## src/rtl/pwm_group_pkg.sv

```systemverilog
package pwm_group_pkg;

  // Strobes and state the time base hands to the compare datapath.
  typedef struct packed {
    logic running;   // time base active
    logic center;    // active alignment mode
    logic loadAll;   // this edge starts a new period
    logic loadMid;   // this edge reaches the turn-around with double update
  } tbStrobe_t;

endpackage

```

## src/rtl/pwm_timebase.sv

```systemverilog
module pwm_timebase
  import pwm_group_pkg::*;
#(
  parameter int CNT_W = 16
) (
  input  logic             clk,
  input  logic             rst_n,
  input  logic             enable,
  input  logic             centerMode,
  input  logic             doubleUpdate,
  input  logic [CNT_W-1:0] periodIn,
  output logic [CNT_W-1:0] cnt,
  output logic [CNT_W-1:0] actPeriod,
  output tbStrobe_t        strobe,
  output logic             periodStart
);

  localparam int EXT_W = CNT_W + 1;

  logic [CNT_W-1:0] cntQ, cntD, perQ;
  logic             downQ, downD, runQ, cenQ, dblQ;
  logic             loadAll, loadMid;
  logic [EXT_W-1:0] cntInc;

  assign cntInc = {1'b0, cntQ} + EXT_W'(1);

  always_comb begin
    cntD    = cntQ;
    downD   = downQ;
    loadAll = 1'b0;
    loadMid = 1'b0;
    if (!enable) begin
      cntD    = '0;
      downD   = 1'b0;
      loadAll = 1'b1;
    end else if (!runQ) begin
      cntD  = '0;
      downD = 1'b0;
    end else if (cenQ) begin
      if (!downQ) begin
        cntD = cntInc[CNT_W-1:0];
        if (cntInc >= {1'b0, perQ}) begin
          downD   = 1'b1;
          loadMid = dblQ;
        end
      end else if (cntQ <= CNT_W'(1)) begin
        cntD    = '0;
        downD   = 1'b0;
        loadAll = 1'b1;
      end else begin
        cntD = cntQ - CNT_W'(1);
      end
    end else begin
      if (cntInc >= {1'b0, perQ}) begin
        cntD    = '0;
        loadAll = 1'b1;
      end else begin
        cntD = cntInc[CNT_W-1:0];
      end
    end
  end

  always_ff @(posedge clk or negedge rst_n) begin
    if (!rst_n) begin
      cntQ  <= '0;
      downQ <= 1'b0;
      runQ  <= 1'b0;
      perQ  <= '0;
      cenQ  <= 1'b0;
      dblQ  <= 1'b0;
    end else begin
      cntQ  <= cntD;
      downQ <= downD;
      runQ  <= enable;
      if (loadAll) begin
        perQ <= periodIn;
        cenQ <= centerMode;
        dblQ <= doubleUpdate;
      end
    end
  end

  assign cnt            = cntQ;
  assign actPeriod      = perQ;
  assign periodStart    = runQ && (cntQ == '0);
  assign strobe.running = runQ;
  assign strobe.center  = cenQ;
  assign strobe.loadAll = loadAll;
  assign strobe.loadMid = loadMid;

  // a low enable clears the count and silences the strobe on the next cycle
  a_r8_idle_zero: assert property (@(posedge clk) disable iff (!rst_n)
    !enable |=> (cnt == '0 && !periodStart));

  // the active period only changes on a period-start edge
  a_r3_period_hold: assert property (@(posedge clk) disable iff (!rst_n)
    (perQ != $past(perQ)) |-> $past(loadAll));

  // the centre-aligned count never passes the active period
  a_r2_cnt_bound: assert property (@(posedge clk) disable iff (!rst_n)
    (runQ && cenQ) |-> (cntQ <= perQ));

  // the edge-aligned count stays below a nonzero active period
  a_r1_edge_bound: assert property (@(posedge clk) disable iff (!rst_n)
    (runQ && !cenQ && perQ != '0) |-> (cntQ < perQ));

endmodule

```

## src/rtl/pwm_compare.sv

```systemverilog
module pwm_compare
  import pwm_group_pkg::*;
#(
  parameter int CNT_W     = 16,
  parameter int NUM_PAIRS = 2
) (
  input  logic                         clk,
  input  logic                         rst_n,
  input  tbStrobe_t                    strobe,
  input  logic [CNT_W-1:0]             cnt,
  input  logic [CNT_W-1:0]             actPeriod,
  input  logic [2*NUM_PAIRS*CNT_W-1:0] dutyIn,
  input  logic [NUM_PAIRS-1:0]         pairMode,
  output logic [2*NUM_PAIRS-1:0]       pwm
);

  localparam int NUM_CH = 2 * NUM_PAIRS;
  localparam int EXT_W  = CNT_W + 1;

  logic [NUM_CH-1:0][CNT_W-1:0] actDuty;
  logic [NUM_PAIRS-1:0]         actPair;
  logic [NUM_CH-1:0]            raw;

  always_ff @(posedge clk or negedge rst_n) begin
    if (!rst_n) begin
      actDuty <= '0;
      actPair <= '0;
    end else begin
      if (strobe.loadAll || strobe.loadMid) begin
        actDuty <= dutyIn;
      end
      if (strobe.loadAll) begin
        actPair <= pairMode;
      end
    end
  end

  for (genvar k = 0; k < NUM_CH; k++) begin : g_chan
    logic [EXT_W-1:0] sumK;
    logic             fullK;
    assign sumK  = {1'b0, cnt} + {1'b0, actDuty[k]};
    assign fullK = (actDuty[k] >= actPeriod);
    assign raw[k] = strobe.running &&
                    (strobe.center ? (fullK || (sumK > {1'b0, actPeriod}))
                                   : (cnt < actDuty[k]));
  end

  for (genvar p = 0; p < NUM_PAIRS; p++) begin : g_pair
    assign pwm[2*p]   = raw[2*p];
    assign pwm[2*p+1] = actPair[p] ? (strobe.running && !raw[2*p]) : raw[2*p+1];

    // a complementary pair always shows opposite levels while running
    a_r5_complement: assert property (@(posedge clk) disable iff (!rst_n)
      (strobe.running && actPair[p]) |-> (pwm[2*p+1] != pwm[2*p]));
  end

  // the working duty values change only on a period start or turn-around edge
  a_r4_duty_load: assert property (@(posedge clk) disable iff (!rst_n)
    (actDuty != $past(actDuty)) |-> $past(strobe.loadAll || strobe.loadMid));

  // no output is high while the time base is stopped
  a_r8_quiet: assert property (@(posedge clk) disable iff (!rst_n)
    !strobe.running |-> (pwm == '0));

endmodule

```

## src/rtl/pwm_pair_group.sv

```systemverilog
module pwm_pair_group
  import pwm_group_pkg::*;
#(
  parameter int CNT_W     = 16,
  parameter int NUM_PAIRS = 2
) (
  input  logic                         clk,
  input  logic                         rst_n,
  input  logic                         enable,
  input  logic                         centerMode,
  input  logic                         doubleUpdate,
  input  logic [NUM_PAIRS-1:0]         pairMode,
  input  logic [CNT_W-1:0]             periodIn,
  input  logic [2*NUM_PAIRS*CNT_W-1:0] dutyIn,
  output logic [2*NUM_PAIRS-1:0]       pwmOut,
  output logic                         periodStrobe
);

  tbStrobe_t        tbStrobe;
  logic [CNT_W-1:0] count;
  logic [CNT_W-1:0] activePeriod;

  pwm_timebase #(.CNT_W(CNT_W)) u_timebase (
    .clk          (clk),
    .rst_n        (rst_n),
    .enable       (enable),
    .centerMode   (centerMode),
    .doubleUpdate (doubleUpdate),
    .periodIn     (periodIn),
    .cnt          (count),
    .actPeriod    (activePeriod),
    .strobe       (tbStrobe),
    .periodStart  (periodStrobe)
  );

  pwm_compare #(.CNT_W(CNT_W), .NUM_PAIRS(NUM_PAIRS)) u_compare (
    .clk       (clk),
    .rst_n     (rst_n),
    .strobe    (tbStrobe),
    .cnt       (count),
    .actPeriod (activePeriod),
    .dutyIn    (dutyIn),
    .pairMode  (pairMode),
    .pwm       (pwmOut)
  );

  // the period strobe never lasts two cycles (period of at least 2 assumed)
  a_r9_single_strobe: assert property (@(posedge clk) disable iff (!rst_n)
    periodStrobe |=> !periodStrobe);

endmodule

```

## config.mk

```make
export PLATFORM = sky130hd
export DESIGN_NAME = pwm_pair_group
export DESIGN_NICKNAME = d
export VERILOG_FILES = /design/src/rtl/pwm_group_pkg.sv /design/src/rtl/pwm_timebase.sv /design/src/rtl/pwm_compare.sv /design/src/rtl/pwm_pair_group.sv
export SDC_FILE = /design/constraint.sdc
export NUM_CORES = 1
export LEC_CHECK = 0
export CAP_MARGIN = 40
export CORE_AREA = 2 2 184 186
export DETAILED_ROUTE_END_ITERATION = 10
export DIE_AREA = 0 0 186 188
export GPL_TIMING_DRIVEN = 0
export PLACE_DENSITY = 0.52
export SLEW_MARGIN = 20
export SYNTH_ARGS = -nofsm -noshare
export SYNTH_HDL_FRONTEND = slang
export SYNTH_SLANG_ARGS = --single-unit
export TNS_END_PERCENT = 30
```

## constraint.sdc

```tcl
create_clock -name clk -period 9.3 [get_ports clk]
set_input_delay 0.93 -clock clk [delete_from_list [all_inputs] [get_ports clk]]
set_output_delay 0.93 -clock clk [all_outputs]
set_load 0.02 [all_outputs]
```

==> impl_metrics.csv <==
group,metric,value,unit
outcome,status,"finished clean",
floorplan,dieArea,34970,sq um
floorplan,die_h,188,microns
cells_and_area,mostFrequentLayoutCell,"ha_1",
sta,relSlewSlack,40.77,%
clock_tree,cts.sinks,102,
synthesis,syn_avg_cell_area,9.058,sq um
cells_and_area,fin_nets,1836,
sta,fin_tns_setup,0,ns
cells_and_area,num-fill-cells,3314,
place,dp_slack,1.783,ns
sta,rsz0062_at_grt,"false",
synthesis,netlist-cell-type-count,70,
floorplan,row_count,67,
place,portBuffers,91,
global_routing,antenna_found_initial,1,
clock_tree,cts.reportedPaths.clkPinSlew,0.08,ns
sta,hold_violations,0,
detailed_routing,drc,0,
detailed_routing,viasPerCell,5.312,
synthesis,synth_top_area_share,27.97,%
cells_and_area,final_cell_area,14170,sq um
synthesis,synth-edff-count,0,
worst_setup_path,crit_type,"register to output pin",
cells_and_area,n_antenna_cell,0,
synthesis,yosysTopAreaCell,"ha_1",
global_routing,grt_pass1_vias,9896,
floorplan,ios,92,
sta,slew_violations,0,
clock_tree,cts_max_path_buffers,2,
floorplan,core-area,33110,sq um
global_routing,gr-total-overflow,0,
worst_setup_path,cp_max_fo,13,
cells_and_area,multi_input_area,9034,sq um
synthesis,synth_compound_area_share,17.38,%
sta,fin_crit,8.012,ns
cells_and_area,syn2layout_area_growth,14.76,%
global_routing,grt_max_degree,69,
place,place_area,13870,sq um
run,drv_cap,0,
detailed_routing,avgRoutedWirePerCell,19.53,microns
synthesis,synthSimpleGateAreaFrac,13.82,%
synthesis,synth_area_leaders,"ha_1 (28%), dfrtp_1 (21%), mux2_4 (7.3%)",
clock_tree,cts_tree,"done",
clock_tree,worstSkewPairLatency,0.39,ns
global_routing,grt_usage,22.05,%
synthesis,synth_flop_cell,"dfrtp_1",
floorplan,fp.dieW,186,microns
global_routing,grt_pass1_wl,57410,microns
worst_setup_path,crit_arrival,7.08,ns
worst_setup_path,critPathCaptureType,"output pin",
synthesis,synth_top_family_by_area,"adder cells",
synthesis,synth-adder-area-share,28.62,%
clock_tree,cts_buffers,9,
synthesis,yosys_warnings,0,
place,finalWeightedCongestion,0.8595,
worst_hold_path,holdCritPathClass,"primary input to asynchronous set/reset pin",
worst_setup_path,cp.required,8.37,ns
sta,fin_crit_sh,86.15,%
worst_setup_path,startpoint_type,"register",
power_and_ir_drop,p_per_area,105.0,nW/um^2
synthesis,synth_nets,1730,
sta,fmax,0.1248,GHz
sta,worstMarginPinSlew,0.8660,ns
detailed_routing,drt_wl_total,37540,microns
synthesis,mappedNetlistArea,12350,sq um
cells_and_area,regArea,2552,sq um
worst_setup_path,critPathLaunch,"u_timebase.cnt[1]",
power_and_ir_drop,p_leak,0.006870,uW
floorplan,initial_core_util,37.28,%
synthesis,ys_seq_elements,102,
sta,setup_ws,1.288,ns
clock_tree,cts_root_buf,"clkbuf_16",
place,dp.final_hpwl,28170,microns
detailed_routing,ant_nets,0,
synthesis,synthMuxAreaShare,8.027,%
sta,setup_viol,0,
detailed_routing,vias,10210,
power_and_ir_drop,peakVddDrop,0.0001017,V
clock_tree,post_cts_buffers,0,
sta,fin_worst_skew,0.01266,ns
cells_and_area,final_cell_mix,"ha_1 (276), inv_1 (134), nor2_1 (103)",
synthesis,synthXorXnorAreaFrac,5.321,%
clock_tree,cts_hold_buf,0,
synthesis,async_flop_share,100.0,%
worst_setup_path,r2r_start,"u_timebase.cnt[2]",
detailed_routing,dr.pass1.iters,5,
synthesis,post_synth_inst_count,1363,
clock_tree,htreeDepth,3,
cells_and_area,layout-drive-gt1-share,7.870,%
detailed_routing,drtIter0Drc,705,
clock_tree,cts.repair.resized,0,
synthesis,ys_seq_area_share,20.67,%
worst_setup_path,r2r_cells,18,
## flip-flops by register name, summed over array words and instances, names as in the netlist
signal and count:
u_compare.actDuty 64, u_compare.actPair 2, u_timebase.downQ 1, u_timebase.runQ 1, u_timebase.dblQ 1, u_timebase.cnt 16, u_timebase.actPeriod 16, u_timebase.cenQ 1
## kinds of logic (layout without fill, tap and decap cells)
logic type | count (synthesis) | after routing
buf+inv | 169 | 280
flops | 102 | 102
fa+ha+maj | 280 | 280
mux | 68 | 68
xor+xnor | 75 | 75
compound gates | 329 | 329
simple gates | 340 | 340
## power breakdown
part	internal (uW)	leakage, uW	switching (uW)
Sequential	479	0.00123	46.9
Clock	194	0.000146	204
Combinational	262	0.00549	301
## final cells by class
type                       count  share of cell area [%]
tap                          448                   3.957
inverter                     134                   3.550
clock buffer                  10                   1.687
buffer                        35                   1.810
clock inverter                 6                  0.3621
timing repair buffer          95                   6.853
multi-input combinational   1092                   63.76
sequential                   102                   18.02
## critical path, stage by stage, from the launching register on
cell and delay (ns):
dfrtp_1 0.61, inv_1 0.52, fa_1 0.32, o21bai_1 0.09, a21oi_1 0.22, o31ai_1 0.13
o41ai_1 0.69, nor2_1 0.11, a2111oi_0 0.80, a21oi_1 0.17, xnor2_1 0.26, ha_1 0.29
nand2_1 0.09, nor4_1 0.07, o31a_1 0.11, a2111oi_0 0.42, o21ai_0 0.24, a2111o_1 0.41
o32ai_1 0.25, a32o_1 0.26, clkdlybuf4s50_1 0.61
## per-layer routing
layer | routed length [microns] | up-vias | track usage (%)
li1 | - | 5130 | -
met1 | 18380 | 4831 | 31.04
met2 | 16650 | 210 | 34.64
met3 | 1425 | 39 | 3.030
met4 | 1084 | 0 | 7.087
met5 | 0 | - | 0
## path summary, 6_finish.rpt
kind                                    endpoint  slack (ns)
hold reg to reg                  u_timebase.dblQ        0.52
setup / recovery                       pwmOut[3]        1.29
max in group asynchronous   u_compare.actDuty[7]        8.19
setup reg to reg           u_compare.actDuty[30]        3.74
hold / removal             u_compare.actDuty[25]        0.43
min in group clk                 u_timebase.dblQ        0.52
## stage by stage
stage          instances  utilization, %  total power (uW)  hold slack (ns)
3_5_place_dp        1905           41.87              1097           0.5000
2_1_floorplan       1363               -             903.1           0.4813
5_1_grt             1922           42.78              1598           0.4490
4_1_cts             1921           42.75              1506           0.4313
6_report            1922           42.78              1488           0.4255
3_3_place_gp        1902           41.73              1085           0.4968
## synth_stat cells (all sizes together) (5+ instances only)
master,n
o31ai,6
dfrtp,102
a221oi,7
nor4,14
or3,9
buf,11
o2111ai,5
a22oi,5
o21a,9
o211ai,9
o21bai,21
nor2b,28
a211oi,15
nand3,25
nand2b,14
clkbuf,24
nor2,104
or4,7
nand4,27
mux2,68
a21o,26
ha,276
xor2,30
a21oi,98
xnor2,45
a31oi,10
o21ai,73
nor3,29
nand2,61
and3,5
a2111oi,6
inv,134
Power figures use the tool's default switching activity.
